## src/rtl/core_rate_pkg.sv

```systemverilog
package core_rate_pkg;
    localparam int CODE_W = 3;
    localparam logic [7:0] REG_ADDR  = 8'hD7;
    localparam logic [7:0] RESET_VAL = 8'h53;
    localparam int BIT_PD   = 7;
    localparam int BIT_LOCK = 6;
    localparam int BIT_FAST = 3;
    localparam logic [1:0] RSVD_VAL = 2'b01;

    typedef enum logic [1:0] {
        ST_IDLE = 2'd0,
        ST_FAST = 2'd1,
        ST_SLOW = 2'd2
    } svc_state_t;
endpackage

```

## src/rtl/core_rate_regs.sv

```systemverilog
module core_rate_regs
    import core_rate_pkg::*;
#(
    parameter logic [7:0] ADDR = REG_ADDR
) (
    input  logic              clk,
    input  logic              rst_n,
    input  logic [7:0]        addr,
    input  logic              wr,
    input  logic [7:0]        wdata,
    input  logic              lock_in,
    output logic [7:0]        rdata,
    output logic              pd_bit,
    output logic              fast_bit,
    output logic [CODE_W-1:0] code
);
    logic hit;
    assign hit = (addr == ADDR);

    always_ff @(posedge clk or negedge rst_n) begin
        if (!rst_n) begin
            pd_bit   <= RESET_VAL[BIT_PD];
            fast_bit <= RESET_VAL[BIT_FAST];
            code     <= RESET_VAL[CODE_W-1:0];
        end else if (wr && hit) begin
            pd_bit   <= wdata[BIT_PD];
            fast_bit <= wdata[BIT_FAST];
            code     <= wdata[CODE_W-1:0];
        end
    end

    always_comb begin
        rdata = 8'h00;
        if (hit) begin
            rdata[BIT_PD]       = pd_bit;
            rdata[BIT_LOCK]     = lock_in;
            rdata[5:4]          = RSVD_VAL;
            rdata[BIT_FAST]     = fast_bit;
            rdata[CODE_W-1:0]   = code;
        end
    end

    assert_rsvd_R8: assert property (@(posedge clk) disable iff (!rst_n)
        hit |-> rdata[5:4] == RSVD_VAL);
    assert_pd_write_R9: assert property (@(posedge clk) disable iff (!rst_n)
        (wr && hit) |=> pd_bit == $past(wdata[BIT_PD]));
    assert_miss_R10: assert property (@(posedge clk) disable iff (!rst_n)
        (wr && !hit) |=> $stable(code) && $stable(fast_bit) && $stable(pd_bit));
endmodule

```

## src/rtl/core_rate_svc.sv

```systemverilog
module core_rate_svc
    import core_rate_pkg::*;
#(
    parameter int DEPTH_W = 3
) (
    input  logic clk,
    input  logic rst_n,
    input  logic enter,
    input  logic leave,
    input  logic fast_en,
    output logic override
);
    localparam logic [DEPTH_W-1:0] DEPTH_MAX = '1;

    svc_state_t        state_q, state_d;
    logic [DEPTH_W-1:0] depth_q, depth_d;
    logic up, down;

    assign up   = enter && !leave && (depth_q != DEPTH_MAX);
    assign down = leave && !enter && (depth_q != '0);

    always_ff @(posedge clk or negedge rst_n) begin
        if (!rst_n) begin
            state_q <= ST_IDLE;
            depth_q <= '0;
        end else begin
            state_q <= state_d;
            depth_q <= depth_d;
        end
    end

    always_comb begin
        state_d = state_q;
        depth_d = depth_q;
        if (up)   depth_d = depth_q + 1'b1;
        if (down) depth_d = depth_q - 1'b1;
        unique case (state_q)
            ST_IDLE: if (enter && !leave) state_d = fast_en ? ST_FAST : ST_SLOW;
            ST_FAST,
            ST_SLOW: if (down && depth_q == DEPTH_W'(1)) state_d = ST_IDLE;
            default: state_d = ST_IDLE;
        endcase
    end

    always_comb begin
        override = (state_q == ST_FAST);
    end

    assert_idle_depth_R5: assert property (@(posedge clk) disable iff (!rst_n)
        (state_q == ST_IDLE) |-> depth_q == '0);
    assert_stray_return_R11: assert property (@(posedge clk) disable iff (!rst_n)
        (state_q == ST_IDLE && leave && !enter) |=> state_q == ST_IDLE);
    assert_no_overflow_R5: assert property (@(posedge clk) disable iff (!rst_n)
        (depth_q == DEPTH_MAX && enter && !leave) |=> depth_q == DEPTH_MAX);
endmodule

```

## src/rtl/core_rate_gen.sv

```systemverilog
module core_rate_gen
    import core_rate_pkg::*;
#(
    parameter int CW = CODE_W
) (
    input  logic          clk,
    input  logic          rst_n,
    input  logic [CW-1:0] sel_code,
    output logic          ce
);
    localparam int CNT_W = (1 << CW) - 1;
    localparam logic [CW-1:0] RST_CODE = RESET_VAL[CW-1:0];

    logic [CW-1:0]    cur_q;
    logic [CNT_W-1:0] cnt_q;
    logic [CNT_W:0]   span;
    logic             last;

    assign span = (CNT_W+1)'(1) << cur_q;
    assign last = ({1'b0, cnt_q} == span - 1'b1);
    assign ce   = last;

    always_ff @(posedge clk or negedge rst_n) begin
        if (!rst_n) begin
            cnt_q <= '0;
            cur_q <= RST_CODE;
        end else if (last) begin
            cnt_q <= '0;
            cur_q <= sel_code;
        end else begin
            cnt_q <= cnt_q + 1'b1;
        end
    end

    assert_boundary_only_R3: assert property (@(posedge clk) disable iff (!rst_n)
        !$past(ce) |-> $stable(cur_q));
    assert_full_rate_R4: assert property (@(posedge clk) disable iff (!rst_n)
        (ce && sel_code == '0) |=> ce);
endmodule

```

## src/rtl/core_rate_ctrl.sv

```systemverilog
module core_rate_ctrl
    import core_rate_pkg::*;
#(
    parameter logic [7:0] ADDR    = REG_ADDR,
    parameter int         DEPTH_W = 3
) (
    input  logic       clk,
    input  logic       rst_n,
    input  logic [7:0] bus_addr,
    input  logic       bus_wr,
    input  logic [7:0] bus_wdata,
    output logic [7:0] bus_rdata,
    input  logic       irq_enter,
    input  logic       irq_return,
    input  logic       pll_locked,
    output logic       core_ce,
    output logic       osc_pd
);
    logic              fast_en;
    logic              override;
    logic [CODE_W-1:0] prog_code;
    logic [CODE_W-1:0] eff_code;

    core_rate_regs #(.ADDR(ADDR)) regs_i (
        .clk(clk), .rst_n(rst_n), .addr(bus_addr), .wr(bus_wr),
        .wdata(bus_wdata), .lock_in(pll_locked), .rdata(bus_rdata),
        .pd_bit(osc_pd), .fast_bit(fast_en), .code(prog_code)
    );

    core_rate_svc #(.DEPTH_W(DEPTH_W)) svc_i (
        .clk(clk), .rst_n(rst_n), .enter(irq_enter), .leave(irq_return),
        .fast_en(fast_en), .override(override)
    );

    assign eff_code = override ? '0 : prog_code;

    core_rate_gen #(.CW(CODE_W)) gen_i (
        .clk(clk), .rst_n(rst_n), .sel_code(eff_code), .ce(core_ce)
    );

    assert_lock_view_R7: assert property (@(posedge clk) disable iff (!rst_n)
        (bus_addr == ADDR) |-> bus_rdata[BIT_LOCK] == pll_locked);
endmodule

```

## config.mk

```make
export PLATFORM = sky130hd
export DESIGN_NAME = core_rate_ctrl
export DESIGN_NICKNAME = d
export VERILOG_FILES = /design/src/rtl/core_rate_pkg.sv /design/src/rtl/core_rate_regs.sv /design/src/rtl/core_rate_svc.sv /design/src/rtl/core_rate_gen.sv /design/src/rtl/core_rate_ctrl.sv
export SDC_FILE = /design/constraint.sdc
export NUM_CORES = 1
export LEC_CHECK = 0
export BUFFER_PORTS_ARGS = -buffer_cell sky130_fd_sc_hd__buf_2
export CORE_MARGIN = 3
export CORE_UTILIZATION = 42
export CTS_CLUSTER_SIZE = 14
export DETAILED_ROUTE_END_ITERATION = 8
export GPL_TIMING_DRIVEN = 1
export HOLD_SLACK_MARGIN = 0.08
export PLACE_DENSITY = 0.75
export SLEW_MARGIN = 20
export SYNTH_ARGS = -nofsm -noshare
export SYNTH_HDL_FRONTEND = slang
export SYNTH_HIERARCHICAL = 1
export SYNTH_SLANG_ARGS = --single-unit
```

## constraint.sdc

```tcl
create_clock -name clk -period 1.95 [get_ports clk]
set_input_delay 0.0975 -clock clk [delete_from_list [all_inputs] [get_ports clk]]
set_output_delay 0.0975 -clock clk [all_outputs]
set_load 0.01 [all_outputs]
```

* Word level (Yosys, flattened, before mapping)
Cells that the tools add are included.
** Storage, ports and cells
- Bits in registers :: 20
- Bits in latches :: 0
- RAM bits :: 0
- Bits in read-only memories :: 0
- Input bits :: 22
- Output and inout port bits :: 10
- Word-level logic and storage cells :: 42
- Memories kept :: 0
** Operators by class
- Add/sub/neg operators :: 4
- $mul :: 0
- Div/mod/pow operators :: 0
- Magnitude comparators :: 0
- Eq/ne operators :: 8
- Shift operators :: 1
- Muxes and demuxes :: 9
- Bitwise gates (word level) :: 0
- Reduce and logical (&&, ||, !) cells :: 13
** Operator list (number)
- two-way mux 3 bit :: 3
- == test 7 x 8 -> 1 bit :: 1
- == test 8 bit (second input constant) :: 1
- two-way mux 8 bit :: 1
- << shifter 1 x 3 -> 8 bit (first input constant) :: 1
- subtractor 8 x 1 -> 8 bit (second input constant) :: 1
- adder 7 x 1 -> 7 bit (second input constant) :: 1
- two-way mux 7 bit :: 1
- logical AND 1 bit :: 6
- two-way mux 2 bit :: 3
- inequality test 2 x 1 -> 1 bit (second input constant) :: 2
- case mux 2 bit (2 select lines) :: 1
- adder 3 x 1 -> 3 bit (second input constant) :: 1
- == test 3 x 1 -> 1 bit (second input constant) :: 1
- inequality test 3 bit (second input constant) :: 1
- nonzero test 3 bit :: 1
- subtractor 3 x 1 -> 3 bit (second input constant) :: 1
- == test 2 x 1 -> 1 bit (second input constant) :: 1
- == test 2 bit (second input constant) :: 1
- logical NOT 1 bit :: 2
- logical NOT 2 bit :: 1
- AND reduction 2 bit :: 1
- nonzero test 2 bit :: 1
- OR reduction 2 bit :: 1

* Longest topological paths before layout
- Depth in word-level cells :: 6
- Depth in mapped cells :: 7
- Depth with buffers taken out :: 6

* Modules after synthesis
The synthesis kept the hierarchy.
** Modules (own cells, without submodules)
- core_rate_gen :: instances 1, cells each 58, area an instance 583.1 um^2, seq. area each 252.7 um^2
- core_rate_svc :: instances 1, cells each 41, area an instance 421.7 um^2, seq. area each 125.1 um^2
- core_rate_regs :: instances 1, cells each 25, area an instance 301.5 um^2, seq. area each 127.6 um^2
- core_rate_ctrl :: instances 1, cells each 3, area an instance 18.8 um^2, seq. area each 0.0 um^2

* Least setup slack after synthesis
Ideal clock, no wire load.
- Path type :: reg2reg
- Start point :: register gen_i.cur_q[1]
- End point :: register gen_i.cur_q[0]
- Library setup time :: 0.082 ns
- Arrival :: 1.789 ns
- Required time :: 1.868 ns
- Path slack :: 0.078 ns
- Cell stages (with the launch flop) :: 8
- Buffers on the path :: 2
- Period minus slack after synthesis :: 1.872 ns
- Cells stage by stage :: dfstp_2 > buf_6 > nand2_1 > a21oi_1 > o221ai_1 > nor4_2 > buf_6 > mux2_4
** On the way
- Cells in the longest elaborated chain, start to end :: 3
** RTL lines
- start: declaration :: RTL line core_rate_gen.sv:14 : logic [CW-1:0] cur_q;
- start signal: assignment :: RTL line core_rate_gen.sv:29 : cur_q <= sel_code;
- << shifter 1 x 3 -> 8 bit :: RTL line core_rate_gen.sv:19 : assign span = (CNT_W+1)'(1) << cur_q;
- subtractor 8 x 1 -> 8 bit :: RTL line core_rate_gen.sv:20 : assign last = ({1'b0, cnt_q} == span - 1'b1);
- == test 7 x 8 -> 1 bit :: RTL line core_rate_gen.sv:20
- net core_ce :: RTL line core_rate_ctrl.sv:16 : output logic core_ce,
The timed path passes the listed nets, and every way through them passes these cells.
A chain may end at the register's enable or synchronous reset.

* Worst setup path after layout
- Start point :: register gen_i.cur_q[1]
- End point :: output core_ce
** On the way
- Cells in the longest elaborated chain, start to end :: 3
** RTL lines (RTL line)
- << shifter 1 x 3 -> 8 bit :: core_rate_gen.sv:19
- subtractor 8 x 1 -> 8 bit :: core_rate_gen.sv:20
- == test 7 x 8 -> 1 bit :: core_rate_gen.sv:20
- end: declaration :: core_rate_ctrl.sv:16
No other way between the ends.

==> flow_summary.ini <==
[setup_path]
crit_path_top_delay_cell = dfstp_2
cpMostUsedCell = buf_6
end_kind = output pin
arrival_ns = 2.01
crit_chain = buf_6, nor4_1, a21oi_2, nor4_2, buf_4, buf_6
slowest_delay_ns = 0.42
worstPathMaxFanout = 5
cp.required_ns = 1.85
crit_type = reg -> out
start_kind = flop

[clocking]
clk_pin_slew_ns = 0.13
cts_buffers = 3
cts_tree = done
cts_buffer_depth = 2
numClockSinks = 20
htree_levels = 1
root_buffer = clkbuf_4
insertion_delay_ns = 0.31

[sta]
drv_slew = 0
hold_slack_ns = 0.109
fin_ws_ns = -0.156
min_period_over_period_pct = 108
post-route-min-period_ns = 2.11
skew_ns = 0.0148
clock.fmax_mhz = 475
setup_viol = 10
hold_viol = 0
rsz0062_at_grt = true

[yosys]
synth_largest_area_cell = dfrtp_1
synth.avg_cell_area_um2 = 10.4
netlist_instances = 127
synth_edf_count = 0
ys_warn_count = 6
synth.distinct_cells = 40
async_flop_share_pct = 100
yosysSeqAreaShare_pct = 38.1
syn-cell-area_mm2 = 0.00133
synth_most_common_cell = dfrtp_1
synth_top_area_share_pct = 30.2
synth_ff_type = dfrtp_1
synth.ff_latch_count = 20
syn_nets = 157
synth_common_cells = dfrtp_1, nor2_1, ha_1, mux2_4
synth.top_cells.by_area = dfrtp_1, mux2_4, dfstp_2, ha_1, buf_6

[drt]
first_pass_iters = 4
routed_wl_um = 2880
wire_per_inst_um = 13.8
drt_iter0_drc = 44
drc = 0
viasPerCell = 5.13
vias = 1072
antenna_left = 0

[finish]
multi_input_area_um2 = 751
nFillCells = 239
nNetsFinal = 198
seqCellArea_um2 = 507
final_cells = 209
diodes = 0
drive_gt1_share_pct = 40.7
syn2layout_area_growth_pct = 26.5

[place]
port-buffer-count = 27
placed_cells = 192
dp_hpwl_um = 2050
place_congestion = 0.810

[pwr]
p_leak_nw = 0.820
ir_worst_vdd_v = 0.000650
power-per-cell-area_mw_per_mm2 = 1150

[die]
core_mm2 = 0.00288
die_y_um = 62.2
dieArea_mm2 = 0.00386
die_w_um = 62.2
start_util_pct = 46.1
top_level_ports = 32
rows = 19

[outcome]
violations = setup timing
status = finished with violations

[grt]
grt_pass1_wl_um = 4880
grt_max_degree = 21
track_usage_pct = 15.1
grt_pass1_vias = 1144
grt_overflow = 0
antenna_found_initial = 0

[min_path]
hold_path_class = in -> reg

[run]
maxCapViolCount = 0
[worst paths after layout]
check	start	end	slack, ns	depth (start not counted)
min reg2reg	regs_i/pd_bit$_DFFE_PN0P_	regs_i/pd_bit$_DFFE_PN0P_	0.55	1
max in group asynchronous	rst_n	regs_i/code[0]$_DFFE_PN1P_	1.34	2
min in group asynchronous	rst_n	gen_i/cnt_q[4]$_DFF_PN0_	0.25	2
min	irq_enter	svc_i/depth_q[1]$_DFFE_PN0P_	0.11	3
max reg2reg	gen_i/cur_q[1]$_DFFE_PN1N_	gen_i/cur_q[0]$_DFFE_PN1N_	-0.12	7
max	gen_i/cur_q[1]$_DFFE_PN1N_	core_ce	-0.16	6
[placed cells by master (no fill, tap or decap), types with 2 or more instances in the layout]
cell type      count
inv_1              7
a21oi_2            3
dlygate4sd3_1      6
and2_1             7
xor2_1             3
dfstp_2            4
nor2b_1            5
and3_1             2
o21ai_1            3
buf_4              7
buf_6              4
nand4b_1           2
clkbuf_4           3
a32o_1             2
dfrtp_1           15
a21oi_1            3
ha_1               8
xnor2_1            3
buf_2             26
nand2_1            5
nand3_1            4
mux2_4             9
nor2_1            12
[logic make-up (layout without fill, tap and decap cells)]
logic type | count (synthesis) | count (layout) | share of synthesized area (%)
simple gates | 51 | 51 | 22.5
flops | 20 | 20 | 38.1
compound gates | 17 | 17 | 9.82
buf+inv | 14 | 54 | 7.08
fa+ha+maj | 9 | 9 | 8.31
mux | 9 | 9 | 9.92
xor+xnor | 6 | 6 | 3.97
other cells | 1 | 1 | 0.283
[routing by layer]
layer | GRT usage (%) | routed length [µm] | up-vias
met2 | 26.7 | 1520 | 20
li1 | - | - | 518
met4 | 5.80 | 93 | 0
met1 | 17.5 | 1180 | 526
met3 | 3.78 | 84 | 8
met5 | 0 | 0 | -
[critical path: cells and delay by family, from the launching register on]
| family | cells | cell delay [ns] |
|---|---|---|
| compound gates | 1 | 0.09 |
| buf+inv | 3 | 0.41 |
| flops | 1 | 0.42 |
| simple gates | 2 | 0.78 |
[state kept, by name (all words and copies together) (netlist names)]
name,flops
svc_i/depth_q,3
svc_i/state_q,2
gen_i/cnt_q,7
regs_i/code,3
regs_i/fast_bit,1
regs_i/pd_bit,1
gen_i/cur_q,3
[cell type report]
cell class | count | share of cell area, %
Multi-Input combinational cell | 93 | 44.8
Sequential cell | 20 | 30.2
Tap cell | 42 | 3.13
Inverter | 7 | 1.57
Clock inverter | 1 | 1.79
Clock buffer | 3 | 1.34
Timing Repair Buffer | 43 | 17.2
[per-stage QoR]
step / worst slack, ns / power [mW] / utilization, % / area, µm² / TNS [ns]
after floorplan: 0.0782 / 1.22 / - / 1330 / 0
after global placement: 0.0688 / 1.34 / 51.0 / 1470 / 0
after detailed placement: -0.00285 / 1.40 / 51.0 / 1470 / -0.00285
after CTS: -0.0000874 / 1.84 / 57.2 / 1650 / -0.0000874
after global routing: -0.342 / 2.07 / 58.3 / 1680 / -2.44
final: -0.156 / 1.92 / 58.3 / 1680 / -0.512
[where the power goes]
| part | total [mW] | internal [mW] | leakage [nW] | switching (mW) |
|---|---|---|---|---|
| Sequential | 0.673 | 0.529 | 0.247 | 0.144 |
| Clock | 0.341 | 0.208 | 0.0279 | 0.134 |
| Combinational | 0.910 | 0.501 | 0.545 | 0.409 |
[timing repair]
| action | 4_1_cts | 5_1_grt |
|---|---|---|
| gates resized for setup | 5 | 8 |
| hold endpoints to repair | 25 | 0 |
| pin swaps | 3 | 3 |
| endpoints found under the setup margin | 3 | 4 |
| hold buffers | 6 | 0 |
| buffers inserted | 6 | 1 |
No activity file was read; power rests on OpenSTA's default activity.
